## src/rtl/guard_timer_pkg.sv

```systemverilog
package guard_timer_pkg;

   localparam int ADDR_W   = 2;
   localparam int CODE_W   = 3;
   localparam int NUM_TAPS = 1 << CODE_W;
   localparam int NUM_CHN  = 2;

   // control register field positions
   localparam int OVF_BIT   = 7;
   localparam int MODE_BIT  = 6;
   localparam int RUN_BIT   = 5;
   localparam int RSTEN_BIT = 4;
   localparam int IRQEN_BIT = 3;

   // clock select field position
   localparam int SRC_BIT = 3;

   typedef enum logic [ADDR_W-1:0] {
      REG_CTRL  = 2'd0,
      REG_COUNT = 2'd1,
      REG_CLK   = 2'd2,
      REG_NONE  = 2'd3
   } reg_sel_e;

   typedef struct packed {
      logic wd_mode;
      logic run;
      logic rst_en;
      logic irq_en;
   } ctrl_t;

   typedef struct packed {
      logic              src;
      logic [CODE_W-1:0] code;
   } clkcfg_t;

endpackage

```

## src/rtl/guard_prescaler.sv

```systemverilog
module guard_prescaler
   import guard_timer_pkg::*;
#(
   parameter int PRE_W  = 20,
   parameter int BASE_A = 1,
   parameter int STEP_A = 1,
   parameter int BASE_B = 5,
   parameter int STEP_B = 2
) (
   input  logic              clk,
   input  logic              rst,
   input  logic              run,
   input  logic              src,
   input  logic [CODE_W-1:0] code,
   output logic              tick
);

   logic [NUM_CHN-1:0] chain_tick;

   for (genvar g = 0; g < NUM_CHN; g++) begin : g_chain
      localparam int BASE = (g == 0) ? BASE_A : BASE_B;
      localparam int STEP = (g == 0) ? STEP_A : STEP_B;

      logic [PRE_W-1:0]    div_q;
      logic [NUM_TAPS-1:0] hit;

      always_ff @(posedge clk) begin
         if (rst || !run) div_q <= '0;
         else             div_q <= div_q + 1'b1;
      end

      for (genvar t = 0; t < NUM_TAPS; t++) begin : g_tap
         localparam int SH = BASE + t * STEP;
         localparam logic [PRE_W-1:0] MASK = PRE_W'((64'd1 << SH) - 64'd1);
         assign hit[t] = ((div_q & MASK) == MASK);
      end

      assign chain_tick[g] = hit[code];
   end

   assign tick = run && chain_tick[src];

endmodule

```

## src/rtl/guard_counter.sv

```systemverilog
module guard_counter #(
   parameter int CNT_W = 8
) (
   input  logic             clk,
   input  logic             rst,
   input  logic             clr,
   input  logic             tick,
   input  logic             load,
   input  logic [CNT_W-1:0] load_val,
   output logic [CNT_W-1:0] cnt_q,
   output logic             ovf_evt
);

   logic at_max;

   assign at_max  = &cnt_q;
   assign ovf_evt = tick && at_max && !load;

   always_ff @(posedge clk) begin
      if (rst || clr)  cnt_q <= '0;
      else if (load)   cnt_q <= load_val;
      else if (tick)   cnt_q <= cnt_q + 1'b1;
   end

endmodule

```

## src/rtl/guard_regs.sv

```systemverilog
module guard_regs
   import guard_timer_pkg::*;
#(
   parameter int DATA_W = 8
) (
   input  logic              clk,
   input  logic              rst,
   input  logic              clr,
   input  logic              wr_ctrl,
   input  logic              wr_clk,
   input  logic              rd_ctrl,
   input  logic              any_wr,
   input  logic [DATA_W-1:0] wdata,
   input  logic              ovf_set,
   output ctrl_t             ctrl_q,
   output clkcfg_t           cfg_q,
   output logic              ovf_q,
   output logic              armed_q
);

   always_ff @(posedge clk) begin
      if (rst || clr) begin
         ctrl_q <= '0;
      end else if (wr_ctrl) begin
         ctrl_q.run     <= wdata[RUN_BIT];
         ctrl_q.rst_en  <= wdata[RSTEN_BIT];
         ctrl_q.irq_en  <= wdata[IRQEN_BIT];
         ctrl_q.wd_mode <= ctrl_q.run ? ctrl_q.wd_mode : wdata[MODE_BIT];
      end
   end

   always_ff @(posedge clk) begin
      if (rst || clr) begin
         cfg_q <= '0;
      end else if (wr_clk && !ctrl_q.run) begin
         cfg_q.src  <= wdata[SRC_BIT];
         cfg_q.code <= wdata[CODE_W-1:0];
      end
   end

   always_ff @(posedge clk) begin
      if (rst || clr)                                 ovf_q <= 1'b0;
      else if (ovf_set)                               ovf_q <= 1'b1;
      else if (wr_ctrl && !wdata[OVF_BIT] && armed_q) ovf_q <= 1'b0;
   end

   always_ff @(posedge clk) begin
      if (rst || clr)            armed_q <= 1'b0;
      else if (any_wr)           armed_q <= 1'b0;
      else if (rd_ctrl && ovf_q) armed_q <= 1'b1;
   end

endmodule

```

## src/rtl/guard_rst_pulse.sv

```systemverilog
module guard_rst_pulse #(
   parameter int RST_LEN = 16
) (
   input  logic clk,
   input  logic rst,
   input  logic fire,
   output logic pulse
);

   localparam int LEN_W = $clog2(RST_LEN + 1);

   logic [LEN_W-1:0] left_q;

   always_ff @(posedge clk) begin
      if (rst)               left_q <= '0;
      else if (fire)         left_q <= LEN_W'(RST_LEN);
      else if (left_q != '0) left_q <= left_q - 1'b1;
   end

   assign pulse = (left_q != '0);

endmodule

```

## src/rtl/guard_timer.sv

```systemverilog
module guard_timer
   import guard_timer_pkg::*;
#(
   parameter int CNT_W   = 8,
   parameter int DATA_W  = 8,
   parameter int BASE_A  = 1,
   parameter int STEP_A  = 1,
   parameter int BASE_B  = 5,
   parameter int STEP_B  = 2,
   parameter int RST_LEN = 16
) (
   input  logic              clk,
   input  logic              rst,
   input  logic              bus_sel,
   input  logic              bus_wr,
   input  logic [ADDR_W-1:0] bus_addr,
   input  logic [DATA_W-1:0] bus_wdata,
   output logic [DATA_W-1:0] bus_rdata,
   output logic              sys_rst_req,
   output logic              tick_irq
);

   localparam int TOP_A  = BASE_A + (NUM_TAPS - 1) * STEP_A;
   localparam int TOP_B  = BASE_B + (NUM_TAPS - 1) * STEP_B;
   localparam int MAX_SH = (TOP_A > TOP_B) ? TOP_A : TOP_B;
   localparam int PRE_W  = (MAX_SH < 1) ? 1 : MAX_SH;

   if (DATA_W < 8) begin : g_bad_data
      $error("guard_timer: DATA_W must be at least 8");
   end
   if (CNT_W < 2 || CNT_W > DATA_W) begin : g_bad_cnt
      $error("guard_timer: CNT_W must lie in 2..DATA_W");
   end
   if (RST_LEN < 1) begin : g_bad_len
      $error("guard_timer: RST_LEN must be at least 1");
   end
   if (BASE_A < 0 || BASE_B < 0 || STEP_A < 1 || STEP_B < 1) begin : g_bad_tap
      $error("guard_timer: tap bases must be >= 0 and steps >= 1");
   end
   if (MAX_SH > 30) begin : g_bad_shift
      $error("guard_timer: largest prescaler shift exceeds 30");
   end

   logic             wr_any, rd_any, wr_ctrl, wr_cnt, wr_clk, rd_ctrl;
   ctrl_t            ctrl_q;
   clkcfg_t          cfg_q;
   logic             ovf_q, armed_q;
   logic             tick_w, ovf_evt_w, fire_w, ovf_set_w;
   logic [CNT_W-1:0] cnt_q;

   assign wr_any  = bus_sel && bus_wr;
   assign rd_any  = bus_sel && !bus_wr;
   assign wr_ctrl = wr_any && (bus_addr == REG_CTRL);
   assign wr_cnt  = wr_any && (bus_addr == REG_COUNT);
   assign wr_clk  = wr_any && (bus_addr == REG_CLK);
   assign rd_ctrl = rd_any && (bus_addr == REG_CTRL);

   assign fire_w    = ovf_evt_w && ctrl_q.wd_mode && ctrl_q.rst_en;
   assign ovf_set_w = ovf_evt_w && !ctrl_q.wd_mode;

   guard_prescaler #(
      .PRE_W (PRE_W),
      .BASE_A(BASE_A),
      .STEP_A(STEP_A),
      .BASE_B(BASE_B),
      .STEP_B(STEP_B)
   ) u_pre (
      .clk (clk),
      .rst (rst),
      .run (ctrl_q.run),
      .src (cfg_q.src),
      .code(cfg_q.code),
      .tick(tick_w)
   );

   guard_counter #(
      .CNT_W(CNT_W)
   ) u_cnt (
      .clk     (clk),
      .rst     (rst),
      .clr     (fire_w),
      .tick    (tick_w),
      .load    (wr_cnt),
      .load_val(bus_wdata[CNT_W-1:0]),
      .cnt_q   (cnt_q),
      .ovf_evt (ovf_evt_w)
   );

   guard_regs #(
      .DATA_W(DATA_W)
   ) u_regs (
      .clk    (clk),
      .rst    (rst),
      .clr    (fire_w),
      .wr_ctrl(wr_ctrl),
      .wr_clk (wr_clk),
      .rd_ctrl(rd_ctrl),
      .any_wr (wr_any),
      .wdata  (bus_wdata),
      .ovf_set(ovf_set_w),
      .ctrl_q (ctrl_q),
      .cfg_q  (cfg_q),
      .ovf_q  (ovf_q),
      .armed_q(armed_q)
   );

   guard_rst_pulse #(
      .RST_LEN(RST_LEN)
   ) u_pulse (
      .clk  (clk),
      .rst  (rst),
      .fire (fire_w),
      .pulse(sys_rst_req)
   );

   always_comb begin
      bus_rdata = '0;
      case (reg_sel_e'(bus_addr))
         REG_CTRL: begin
            bus_rdata[OVF_BIT]   = ovf_q;
            bus_rdata[MODE_BIT]  = ctrl_q.wd_mode;
            bus_rdata[RUN_BIT]   = ctrl_q.run;
            bus_rdata[RSTEN_BIT] = ctrl_q.rst_en;
            bus_rdata[IRQEN_BIT] = ctrl_q.irq_en;
         end
         REG_COUNT: bus_rdata[CNT_W-1:0] = cnt_q;
         REG_CLK: begin
            bus_rdata[SRC_BIT]      = cfg_q.src;
            bus_rdata[CODE_W-1:0]   = cfg_q.code;
         end
         default: bus_rdata = '0;
      endcase
   end

   assign tick_irq = ovf_q && ctrl_q.irq_en;

endmodule

```

## config.mk

```make
export PLATFORM = sky130hd
export DESIGN_NAME = guard_timer
export DESIGN_NICKNAME = d
export VERILOG_FILES = /design/src/rtl/guard_timer_pkg.sv /design/src/rtl/guard_prescaler.sv /design/src/rtl/guard_counter.sv /design/src/rtl/guard_regs.sv /design/src/rtl/guard_rst_pulse.sv /design/src/rtl/guard_timer.sv
export SDC_FILE = /design/constraint.sdc
export NUM_CORES = 1
export LEC_CHECK = 0
export BUFFER_PORTS_ARGS = -buffer_cell sky130_fd_sc_hd__buf_4
export CAP_MARGIN = 20
export CORE_AREA = 2 2 69 137
export DETAILED_ROUTE_END_ITERATION = 8
export DIE_AREA = 0 0 71 139
export HOLD_SLACK_MARGIN = 0.03
export PLACE_DENSITY = 0.48
export SLEW_MARGIN = 20
export SYNTH_ARGS = -nofsm -noshare
export SYNTH_HDL_FRONTEND = slang
export SYNTH_SLANG_ARGS = --single-unit
```

## constraint.sdc

```tcl
create_clock -name clk -period 4.4 [get_ports clk]
set_clock_uncertainty 0.2 [all_clocks]
set_input_delay 0.66 -clock clk [delete_from_list [all_inputs] [get_ports clk]]
set_output_delay 0.66 -clock clk [all_outputs]
set_load 0.05 [all_outputs]
```

; ---- After elaboration in Yosys (flattened, before gate mapping)
; Cells that the tools add are included.
[op_classes]
add_sub_neg = 4
magnitude_cmp = 2
n_eq_ne = 17
mux = 15
bitwise_logic = 1
n_reduce_logical = 33
[op_table]
columns = operator, n
row1 = $add A19 B1 Y19 const B, 2
row2 = $eq A19 B19 Y1 const B, 1
row3 = $eq A17 B17 Y1 const B, 1
row4 = $logic_and A1 B1 Y1, 17
row5 = $mux W8, 2
row6 = $eq A15 B15 Y1 const B, 1
row7 = $eq A7 B7 Y1 const B, 2
row8 = $eq A13 B13 Y1 const B, 1
row9 = $eq A11 B11 Y1 const B, 1
row10 = $eq A5 B5 Y1 const B, 2
row11 = $mux W5, 2
row12 = $eq A9 B9 Y1 const B, 1
row13 = $add A8 B1 Y8 const B, 1
row14 = $eq A8 B8 Y1 const B, 1
row15 = $pmux W4 S2, 1
row16 = $reduce_and A8 Y1, 1
row17 = $bmux W1 S3, 2
row18 = $eq A6 B6 Y1 const B, 1
row19 = $mux W1, 6
row20 = $pmux W3 S2, 1
row21 = $reduce_bool A2 Y1, 3
row22 = $logic_not A1 Y1, 5
row23 = $reduce_bool A5 Y1, 1
row24 = $sub A5 B1 Y5 const B, 1
row25 = 12 further kinds, 15
[totals]
ff_bits = 61
inputBits = 14
output_inout_bits = 10
elab_cells = 85

; ---- Longest topological paths before layout
; Gate-level depths: netlist (run 1).
[logic_depth]
ltp_word = 12
ltp_mapped = 15
mapped_depth_nobuf = 12

; ---- Modules after synthesis
; Synthesis (run 1) repeated with hierarchy kept, for this count alone.
[unflattened]
cells_unflattened = 302
area_unflattened_um2 = 2672.6
[modules_own_cells]
columns = module, n_inst, cells_per_inst, area_each_um2, seq_area_each_um2
row1 = guard_prescaler, 1, 152, 1338.8, 540.5
row2 = guard_counter, 1, 54, 455.4, 160.2
row3 = guard_regs, 1, 37, 397.9, 200.2
row4 = guard_timer, 1, 35, 257.7, 0.0
row5 = guard_rst_pulse, 1, 24, 222.7, 100.1

; ---- Least setup slack after synthesis (run 1)
; No wires, ideal clock.
[synth_path]
path_kind = flip-flop to flip-flop
start = reg u_pre.g_chain[1].div_q[0]
end = reg u_cnt.cnt_q[6]
setup_time_ns = 0.079
arrival_ns = 2.765
t_required_ns = 4.121
slack_ns = 1.356
stages_incl_launch_ff = 16
n_path_buf = 3
synth_period_minus_slack_ns = 3.044
cell_sequence = dfxtp_1 > ha_1 > and4_4 > and3_4 > buf_6 > and3_2 > ha_1 > inv_1 > o21ai_0 > a41oi_1 > o311ai_4 > and2_0 > buf_6 > a41o_4 > buf_6 > a211oi_2
[synth_via]
elab_chain_cells = 11
word_cells_on_any_way = 19
classes_between = 8 x eq/ne / 4 x mux / 7 x reduce/logical
[synth_lines]
columns = item, line
row1 = "start, declared", guard_prescaler.sv:24  ; logic [PRE_W-1:0] div_q;
row2 = "start signal, assigned", guard_prescaler.sv:29  ; else div_q <= div_q + 1'b1;
row3 = "$eq A19 B19 Y1, or another cell as far along", guard_prescaler.sv:35  ; assign hit[t] = ((div_q & MASK) == MASK);
row4 = $bmux W1 S3 (*), guard_prescaler.sv:38  ; assign chain_tick[g] = hit[code];
row5 = $mux W1 (not written as such) (*), guard_prescaler.sv:38
row6 = $mux W1 (not written as such) (*) (2 in a row), guard_prescaler.sv:41  ; assign tick = run && chain_tick[src];
row7 = $logic_and A1 B1 Y1 (*), guard_prescaler.sv:41
row8 = $logic_and A1 B1 Y1 (2 in a row), guard_counter.sv:17  ; assign ovf_evt = tick && at_max && !load;
row9 = $logic_and A1 B1 Y1 (2 in a row), guard_timer.sv:58  ; assign fire_w = ovf_evt_w && ctrl_q.wd_mode && ctrl_q.rst_en;
row10 = $logic_or A1 B1 Y1, guard_counter.sv:20  ; if (rst || clr) cnt_q <= '0;
row11 = "end signal, assigned", guard_counter.sv:21  ; else if (load) cnt_q <= load_val;
row12 = "end signal, assigned", guard_counter.sv:22  ; else if (tick) cnt_q <= cnt_q + 1'b1;
row13 = "end, declared", guard_counter.sv:10  ; output logic [CNT_W-1:0] cnt_q,
; Every way passes the cells marked *; elsewhere a longest branch is shown, timed or not. The select of a mux whose other input is x is not followed.
; A chain may end at the register's enable or synchronous reset.

; ---- Worst setup path in the final report (run 1)
[layout_path]
start = reg u_pre.g_chain[1].div_q[0]
end = reg u_regs.armed_q
[layout_via]
elab_chain_cells = 12
word_cells_on_any_way = 19
classes_between = 8 x eq/ne / 4 x mux / 7 x reduce/logical
[layout_lines]
columns = item, line
row1 = "$eq A19 B19 Y1, or another cell as far along", guard_prescaler.sv:35
row2 = $bmux W1 S3 (*), guard_prescaler.sv:38
row3 = $mux W1 (not written as such) (*), guard_prescaler.sv:38
row4 = $mux W1 (not written as such) (*) (2 in a row), guard_prescaler.sv:41
row5 = $logic_and A1 B1 Y1 (*), guard_prescaler.sv:41
row6 = $logic_and A1 B1 Y1 (*) (2 in a row), guard_counter.sv:17
row7 = $logic_and A1 B1 Y1 (*) (2 in a row), guard_timer.sv:58
row8 = $logic_or A1 B1 Y1 (*), guard_regs.sv:48  ; if (rst || clr) armed_q <= 1'b0;
row9 = $reduce_or A2 Y1 (no line) (*), -
row10 = "end signal, assigned", guard_regs.sv:48
row11 = "end signal, assigned", guard_regs.sv:49  ; else if (any_wr) armed_q <= 1'b0;
row12 = "end signal, assigned", guard_regs.sv:50  ; else if (rd_ctrl && ovf_q) armed_q <= 1'b1;
row13 = "end, declared", guard_regs.sv:18  ; output logic armed_q
; Marks and branches as above.

==> results of run 1 <==
-- logic make-up after synthesis --
kind of cell,count (synthesis)
AND/OR/NAND/NOR,125
flip-flops,50
AO/OA/AOI/OAI,39
XOR/XNOR,27
buffers and inverters,20
adder cells (fa/ha/maj),14
multiplexers,10
-- power by group --
group          switching [mW]  internal, mW  total, mW
Clock                   0.172         0.229      0.401
Sequential             0.0214         0.477      0.499
Combinational           0.114        0.0758      0.190
-- metal layers --
| metal | part of all wire | global-route usage | vias up |
|---|---|---|---|
| met2 | 0.57 | 0.2395 | 33 |
| met5 | 0 | 0 | - |
| met4 | 0.024 | 0.05660 | 0 |
| met3 | 0.029 | 0.02471 | 8 |
| li1 | - | - | 1027 |
| met1 | 0.38 | 0.1205 | 972 |
-- state kept, by name, summed over array words and instances (netlist names) --
name and count:
u_pulse.left_q 5, u_regs.cfg_q 4, u_pre.g_chain.div_q 27, u_regs.ctrl_q 4
u_regs.ovf_q 1, u_cnt.cnt_q 8, u_regs.armed_q 1
-- worst reg2reg max path, delay by kind of cell, from the launching register on --
family,cells,cell delay [ps]
AOI/OAI and AO/OA,5,1140
adders and majority gates,2,410
buffers and inverters,1,50
DFF,1,350
and+or+nand+nor,4,1080
-- layout make-up --
type,count,area share
multi-input combinational,215,0.4971
sequential,50,0.3361
timing repair buffer,24,0.06050
clock buffer,7,0.04790
tap,102,0.04286
inverter,10,0.01261
clock inverter,1,0.002941
-- Yosys cell counts, drive strengths merged, types with 4 or more instances --
| library cell | instances | share of area |
|---|---|---|
| inv | 10 | 0.014 |
| dfxtp | 50 | 0.38 |
| a211oi | 10 | 0.031 |
| buf | 6 | 0.025 |
| and2 | 10 | 0.024 |
| and3 | 9 | 0.025 |
| ha | 14 | 0.067 |
| nor2 | 50 | 0.072 |
| and4 | 4 | 0.016 |
| nor2b | 5 | 0.012 |
| xnor2 | 9 | 0.030 |
| a22o | 4 | 0.013 |
| nand2 | 18 | 0.026 |
| mux2i | 10 | 0.038 |
| xor2 | 18 | 0.061 |
| a21oi | 6 | 0.012 |
| nand3 | 17 | 0.033 |
-- stage by stage --
step	setup slack [ps]	power (mW)	std cells	cell area, sq um
floorplan	1356	0.6498	285	2603
global placement	1092	0.6992	401	2826
detailed placement	1043	0.7010	401	2826
CTS	1030	1.109	409	2978
global route	784.1	1.144	409	2978
finish	1040	1.089	409	2978
-- worst max path at each step --
stage	from	to	slack [ps]	cells after the start
final	u_pre.g_chain[1].div_q[0]$_SDFF_PP0_	u_regs.armed_q$_SDFFE_PP0P_	1040	12
after global routing	u_pre.g_chain[1].div_q[0]$_SDFF_PP0_	u_pulse.left_q[3]$_SDFFE_PP0P_	780	12
after CTS	u_pre.g_chain[1].div_q[0]$_SDFF_PP0_	u_regs.armed_q$_SDFFE_PP0P_	1030	12
after detailed placement	u_pre.g_chain[1].div_q[0]$_SDFF_PP0_	u_regs.armed_q$_SDFFE_PP0P_	1040	12
after global placement	u_pre.g_chain[1].div_q[0]$_SDFF_PP0_	u_cnt.cnt_q[5]$_SDFFE_PP0P_	1090	12
after floorplan	u_pre.g_chain[1].div_q[0]$_SDFF_PP0_	u_cnt.cnt_q[6]$_SDFFE_PP0P_	1360	15
-- cell usage in the layout (no fill, tap or decap), types with 2 or more instances in the layout --
cell type	Yosys	final
xor2_1	18	18
and3_2	3	3
nor2_1	50	50
a22oi_1	3	3
nand4_1	3	3
nand2_1	18	18
xnor2_1	9	9
o21ai_0	3	3
a31oi_1	2	2
inv_1	10	10
a211oi_1	9	9
dfxtp_1	50	50
clkbuf_16	0	5
a22o_1	4	4
a21oi_1	6	6
and4_4	2	2
mux2i_1	10	10
nor2b_1	5	5
and2_1	9	9
ha_1	14	14
nand2b_1	2	2
and3_1	5	5
nor3_1	2	2
nand3_1	17	17
buf_4	1	24
==> run metrics, run 1 <==
status completed; Post-Syn Area 2602 sq um; largest net degree at the start of global routing 23; largest delay contributor family on the critical path compound AO/OA/AOI/OAI gates; final setup vio count 0; Util after Layout 0.3350; drt initial violations 79; deepest clock path buffer count 2; DRC 0; post-synth cell types 48; synthesized area per cell 9.132 sq um; Crit path top cell by count ha_1; Critical Path, Cell by Cell ha_1 > and4_4 > and3_4 > and3_2 > ha_1 > inv_1 > o21ai_0 > a41oi_1 > o311ai_4 > and2_0 > a41o_4 > a211oi_1; Yosys reg bits 50; WL/cell 14.47 um; # nets final 334; Worst-Skew Late Latency 290 ps; CTS Buf Count 5; min Tclk post-route 3360 ps; proportion of synthesized area in mux cells 0.03846; crit path max fanout 22; startpoint types flop; leak pwr 1.168 nW; Worst Hold Margin 251.8 ps; crit-path max cell delay 440 ps; layout cells sized above 1 0.1433; global route total overflow 0; synthesized-area fraction occupied by xor and xnor cells 0.09087; Resize count post-CTS 0; FF-to-FF End u_regs.armed_q$_SDFFE_PP0P_; pwr dens 365.8 nW/um^2; FF/Latch Area 1001 sq um; synthesis-to-layout area growth 14.42%; initial antenna violation count 0; die extent in x 71 um; core area 8890 sq um; Worst Path Buf+Inv 1; Slew @ Worst Pin 822.2 ps; root buffer cell clkbuf_16; H-tree levels 2; n_diodes 0; Final GP Congestion 0.7849; IO Pins 24; first-pass GRT wire length 9.646 mm; Worst VDD drop 0.3258 mV; Rows 49; Port Buf Inserts 23; yosys synthesis warning count 0; TritonRoute pass-1 iters 4; synthesized net count 313; Async SR Flop Fraction 0; Starting Density 0.2928; CTS tree built; CTS clk-pin slew, worst paths 70 ps; worst hold-check path type flop to flop; setup bufs post-CTS 0; R2R setup slack 1040 ps; Die Height 139 um; die area 9869 sq um; vias in the first global route 2030; Post-CTS Hold Buffers 0; CP Data Required Time 4370 ps; RSZ-0062 raised after global routing no; Worst Hold Depth 1; Worst EP arrival 3330 ps; Routed Antenna Nets 0; Vias 2040; Final Max Slew Viols 0; part of the Yosys area used for sequential elements 0.3846; final setup TNS 0 ps; average vias per placed instance 4.988; Crit. End Element flop; cell count after synthesis 285; prevailing post-synth register cell dfxtp_1; Hold EP u_pre.g_chain[1].div_q[0]$_SDFF_PP0_; MaxCap Viol Count 0; final WL 5.918 mm; post-synthesis simple-gate area fraction 0.2389; fillers 940; compound-gate portion of the synthesized area 0.1332; Max Freq 0.2976 GHz; clk sinks 50; Min-Delay Startpoint u_pre.g_chain[1].div_q[0]$_SDFF_PP0_; slowest stage cell, crit path a41o_4; Crit Path Class flop to flop; Adder-Cell Fraction of Synth Area 0.06731; R2R cell count 12; Hold Violations, Final 0; FF-to-FF Start u_pre.g_chain[1].div_q[0]$_SDFF_PP0_; largest family of logic cells by synthesized area simple AND/OR/NAND/NOR gates; DP HPWL 4.482 mm; Total GRT Usage 0.1239; final worst-path cycle share 0.7637; number of flops mapped to enable cells by yosys 0; multi-input logic area 1480 sq um; Slew headroom 0.4519
(Power assumes the default switching activity.)
==> run 2: changes to the inputs <==
==> constraint.sdc (replaced) <==
create_clock -name clk -period 3.46 [get_ports clk]
set_clock_uncertainty 0.2 [all_clocks]
set_input_delay 0.519 -clock clk [delete_from_list [all_inputs] [get_ports clk]]
set_output_delay 0.519 -clock clk [all_outputs]
set_load 0.05 [all_outputs]
==> run 2 against run 1 <==
Critical path depth unchanged. Power increased by 33%. Sequential power increased by 27%. Final area increased by 1.1%. Clock power increased by 42%. Routed wire length increased by 1.0%. Sequential cell count unchanged.
==> run metrics, run 2 (synthesized netlist as in run 1, its figures left out) <==
status completed; max reg flops 27; vias in the first global route 2068; R2R cell count 12; RSZ-0062 raised after global routing no; pwr dens 480.1 nW/um^2; MaxCap Viol Count 0; drt initial violations 63; H-tree levels 2; Placement Cell Area 2841 sq um; crit-path max cell delay 400 ps; FF-to-FF Start u_pre.g_chain[1].div_q[0]$_SDFF_PP0_; Worst EP arrival 3170 ps; Slew headroom 0.4680; commonest cells after routing, fill and taps aside 50 x nor2_1, 50 x dfxtp_1, 26 x buf_4; n_diodes 0; die extent in x 71 um; CP Data Required Time 3440 ps; WL/cell 14.55 um; Post-CTS Hold Buffers 0; deepest clock path buffer count 2; root buffer cell clkbuf_16; Critical Path, Cell by Cell ha_1 > and4_4 > and3_4 > and3_2 > ha_1 > inv_1 > o21ai_0 > a41oi_1 > o311ai_4 > and2_0 > a41o_4 > a211oi_1; Final Max Slew Viols 0; Final GP Congestion 0.7990; Min-Delay Startpoint rst; Worst VDD drop 0.3756 mV; Port Buf Inserts 23; min Tclk post-route 3194 ps; Resize count post-CTS 0; average vias per placed instance 4.929; DRC 0; Crit Path Class flop to flop; Vias 2026; # nets final 336; CTS Buf Count 5; core area 8890 sq um; Util after Layout 0.3386; clk sinks 50; final WL 5.980 mm; slowest stage cell, crit path a41o_4; Hold EP u_pulse.left_q[4]$_SDFFE_PP0P_; Die Height 139 um; Max Freq 0.3131 GHz; Crit. End Element flop; Rows 49; initial antenna violation count 0; IO Pins 24; TritonRoute pass-1 iters 4; Worst Hold Depth 2; FF-to-FF End u_regs.armed_q$_SDFFE_PP0P_; synthesis-to-layout area growth 15.67%; Crit path top cell by count ha_1; Routed Antenna Nets 0; R2R setup slack 270 ps; Reg with most FFs u_pre.g_chain.div_q; worst hold-check path type input port to flop; final setup TNS 0 ps; largest delay contributor family on the critical path compound AO/OA/AOI/OAI gates; startpoint types flop; global route total overflow 0; layout cells sized above 1 0.1521; top flop regs u_pre.g_chain.div_q x27, u_cnt.cnt_q x8, u_pulse.left_q x5; CTS tree built; fin area 3010 sq um; CTS clk-pin slew, worst paths 70 ps; Hold Violations, Final 0; leak pwr 1.188 nW; crit path max fanout 22; Starting Density 0.2928; Worst-Skew Late Latency 300 ps; Slew @ Worst Pin 798.0 ps; Worst Path Buf+Inv 1; final worst-path cycle share 0.9232; final setup vio count 0; Total GRT Usage 0.1299; first-pass GRT wire length 10.13 mm; largest net degree at the start of global routing 23; DP HPWL 4.582 mm; die area 9869 sq um; setup bufs post-CTS 0
[run 2: cell count changes in the layout (fill, tap and decap cells not counted), sizes merged]
| cell | delta |
|---|---|
| buf | +2 |
| bufinv | +1 |
| clkbuf | -2 |
| clkinv | +1 |
[run 2: worst max path at each step]
stage                                              start                              to  slack (ps)  depth (start not counted)
finish              u_pre.g_chain[1].div_q[0]$_SDFF_PP0_     u_regs.armed_q$_SDFFE_PP0P_         270                         12
global route        u_pre.g_chain[1].div_q[0]$_SDFF_PP0_  u_pulse.left_q[0]$_SDFFE_PP0P_           4                         12
CTS                 u_pre.g_chain[1].div_q[0]$_SDFF_PP0_     u_regs.armed_q$_SDFFE_PP0P_         250                         12
detailed placement  u_pre.g_chain[1].div_q[0]$_SDFF_PP0_     u_regs.armed_q$_SDFFE_PP0P_         260                         12
global placement    u_pre.g_chain[1].div_q[0]$_SDFF_PP0_     u_regs.armed_q$_SDFFE_PP0P_         350                         12
floorplan           u_pre.g_chain[1].div_q[0]$_SDFF_PP0_     u_cnt.cnt_q[6]$_SDFFE_PP0P_         420                         15
[run 2: through the flow]
stage | std cells | setup WS (ps) | power, mW | hold slack, ps
floorplan | 285 | 415.6 | 0.8264 | 217.5
CTS | 411 | 250.4 | 1.465 | 219.5
global placement | 403 | 345.3 | 0.8896 | 231.4
finish | 411 | 265.9 | 1.445 | 221.6
detailed placement | 403 | 265.0 | 0.8936 | 246.8
global route | 411 | 3.796 | 1.518 | 224.9
[run 2: metal layers]
metal / vias up / wire, um / GRT usage
met5: - / 0 / 0
met4: 0 / 167 / 0.05561
met2: 35 / 3273 / 0.2430
met1: 942 / 2370 / 0.1371
met3: 13 / 168 / 0.02326
li1: 1036 / - / -
[run 2: area by class of cell]
cell class                 count  area [sq um]
inverter                      10         37.54
clock buffer                   5         125.1
timing repair buffer          26         195.2
multi-input combinational    215          1480
fill                         917          5879
clock inverter                 3         43.79
sequential                    50          1001
tap                          102         127.6
[run 2: where the power goes]
part	total, mW	internal (mW)	switching (mW)
combinational	0.241	0.0967	0.144
sequential	0.634	0.607	0.0275
clock	0.570	0.343	0.227
[run 2: worst register-to-register path: cells and delay by family, from the launching register on]
kind	cells	cell delay [ps]
buffers and inverters	1	50
adders and majority gates	2	410
AOI/OAI and AO/OA	5	1110
and+or+nand+nor	4	940
DFF	1	360
==> run 3: changes to the inputs <==
--- a/config.mk
+++ b/config.mk
@@ -7,9 +7,9 @@
 export LEC_CHECK = 0
 export BUFFER_PORTS_ARGS = -buffer_cell sky130_fd_sc_hd__buf_4
 export CAP_MARGIN = 20
-export CORE_AREA = 2 2 69 137
+export CORE_AREA = 2 2 115 83
 export DETAILED_ROUTE_END_ITERATION = 8
-export DIE_AREA = 0 0 71 139
+export DIE_AREA = 0 0 117 85
 export HOLD_SLACK_MARGIN = 0.03
 export PLACE_DENSITY = 0.48
 export SLEW_MARGIN = 20
==> run 3 against run 2 <==
Power decreased by 7.4%. Via count down 2.7%. Sequential cell count is the same. Setup slack gained 2.7 ps. Register-to-register slack hardly changed. Fmax hardly changed. Sequential power about the same. Critical path depth stayed put. Sequential share of layout area up 0.069 points. Final area shrank 0.21%. Largest cell class unchanged. Highest routed layer unchanged.
==> run metrics, run 3 (synthesized netlist as in run 1, its figures left out) <==
status completed; # nets final 336; Critical Path Start u_pre.g_chain[1].div_q[0]$_SDFF_PP0_; Starting Density 0.2928; drt initial violations 82; Util after Layout 0.3379; leak pwr 1.173 nW; Slew headroom 0.4314; Worst Hold Margin 230.4 ps; final setup vio count 0; core area 8890 sq um; Psw 0.3736 mW; commonest cells after routing, fill and taps aside 50 x nor2_1, 50 x dfxtp_1, 26 x buf_4; largest net degree at the start of global routing 23; first-pass GRT wire length 9.370 mm; Levels on crit path 12; setup bufs post-CTS 0; slowest stage cell, crit path o311ai_4; R2R setup slack 270 ps; crit path max fanout 22; worst hold-check path type input port to flop; Worst VDD drop 0.2615 mV; Hold Violations, Final 0; crit-path max cell delay 400 ps; Port Buf Inserts 23; Worst-Skew Late Latency 280 ps; Crit path top cell by count ha_1; Reg with most FFs u_pre.g_chain.div_q; DRC 0; R2R cell count 12; Vias 1972; CTS clk-pin slew, worst paths 60 ps; deepest clock path buffer count 2; min Tclk post-route 3191 ps; average vias per placed instance 4.565; WL/cell 12.60 um; Final GP Congestion 0.7729; die area 9945 sq um; Sw Share 0.2791; total chip power 1.339 mW; die extent in x 117 um; Crit. End Element flop; Crit Path Class flop to flop; Routed Antenna Nets 0; RSZ-0062 raised after global routing no; layout cells sized above 1 0.1494; DP HPWL 4.018 mm; FF-to-FF End u_regs.cfg_q[2]$_SDFFE_PP0P_; Placement Cell Area 2869 sq um; final WL 5.443 mm; Die Height 85 um; max reg flops 27; fillers 930; H-tree levels 2; Placement Setup Slack 276.7 ps; Resize count post-CTS 0; root buffer cell clkbuf_16; Logic pwr share 0.180; MaxCap Viol Count 0; Cell Count, Final, Fillers Out 432; P_int 0.9650 mW; final worst slack 268.6 ps; multi-input logic area 1480 sq um; final worst-path cycle share 0.9224; final setup TNS 0 ps; pwr dens 445.6 nW/um^2; startpoint types flop; Critical Path, Cell by Cell ha_1 > and4_4 > and3_4 > and3_2 > ha_1 > inv_1 > o21ai_0 > a41oi_1 > o311ai_4 > and2_0 > a41o_4 > nor2_1; synthesis-to-layout area growth 15.43%; top flop regs u_pre.g_chain.div_q x27, u_cnt.cnt_q x8, u_pulse.left_q x5; vias in the first global route 1863; Total GRT Usage 0.1195; largest delay contributor family on the critical path compound AO/OA/AOI/OAI gates; Reg power frac 0.473; FF/Latch Area 1001 sq um; initial antenna violation count 0; Clock power frac 0.347; Worst Path Buf+Inv 1; CTS tree built; end point of the critical path u_regs.cfg_q[2]$_SDFFE_PP0P_; Rows 29; Inst Count DP 425; Post-CTS Hold Buffers 0; n_diodes 0; Worst EP arrival 3160 ps; global route total overflow 0; fin area 3004 sq um; CP Data Required Time 3430 ps; CTS Buf Count 5; Max Freq 0.3133 GHz; TritonRoute pass-1 iters 4; Slew @ Worst Pin 852.9 ps; clk sinks 50; FF-to-FF Start u_pre.g_chain[1].div_q[0]$_SDFF_PP0_; Final Max Slew Viols 0; IO Pins 24
[run 3: cell types whose count changed in the layout (fill, tap and decap cells not counted), sizes merged]
cell	change
inv	-1
bufinv	-1
clkinv	+1
[run 3: cell type report]
type	instances	area share
Clock inverter	2	0.003332
Multi-Input combinational cell	215	0.4927
Inverter	10	0.01249
Clock buffer	5	0.04165
Sequential cell	50	0.3332
Timing Repair Buffer	26	0.06497
Tap cell	124	0.05165
[run 3: routing by layer]
layer	vias up	wire length (um)	track usage
met3	5	203	0.02571
li1	1037	-	-
met1	904	3123	0.1907
met4	0	60	0.03209
met5	-	0	0
met2	26	2055	0.1582
[run 3: power groups by stage]
stage                     Combinational [mW]  Clock (mW)  Sequential [mW]
final                                  0.241       0.464            0.633
after global routing                   0.276       0.509            0.638
after CTS                              0.244       0.477            0.634
after detailed placement               0.242           0            0.647
after global placement                 0.240           0            0.646
after floorplan                        0.187           0            0.639
[run 3: worst min-delay path by stage]
stage                                                    start  slack, ps                                    to  depth (start not counted)
after detailed placement  u_pre.g_chain[1].div_q[0]$_SDFF_PP0_        240  u_pre.g_chain[1].div_q[0]$_SDFF_PP0_                          1
after global placement    u_pre.g_chain[1].div_q[0]$_SDFF_PP0_        230  u_pre.g_chain[1].div_q[0]$_SDFF_PP0_                          1
final                                                      rst        230        u_pulse.left_q[4]$_SDFFE_PP0P_                          2
after floorplan           u_pre.g_chain[1].div_q[0]$_SDFF_PP0_        220  u_pre.g_chain[1].div_q[0]$_SDFF_PP0_                          1
after global routing                                       rst        220        u_pulse.left_q[4]$_SDFFE_PP0P_                          2
after CTS                                                  rst        230        u_pulse.left_q[4]$_SDFFE_PP0P_                          2
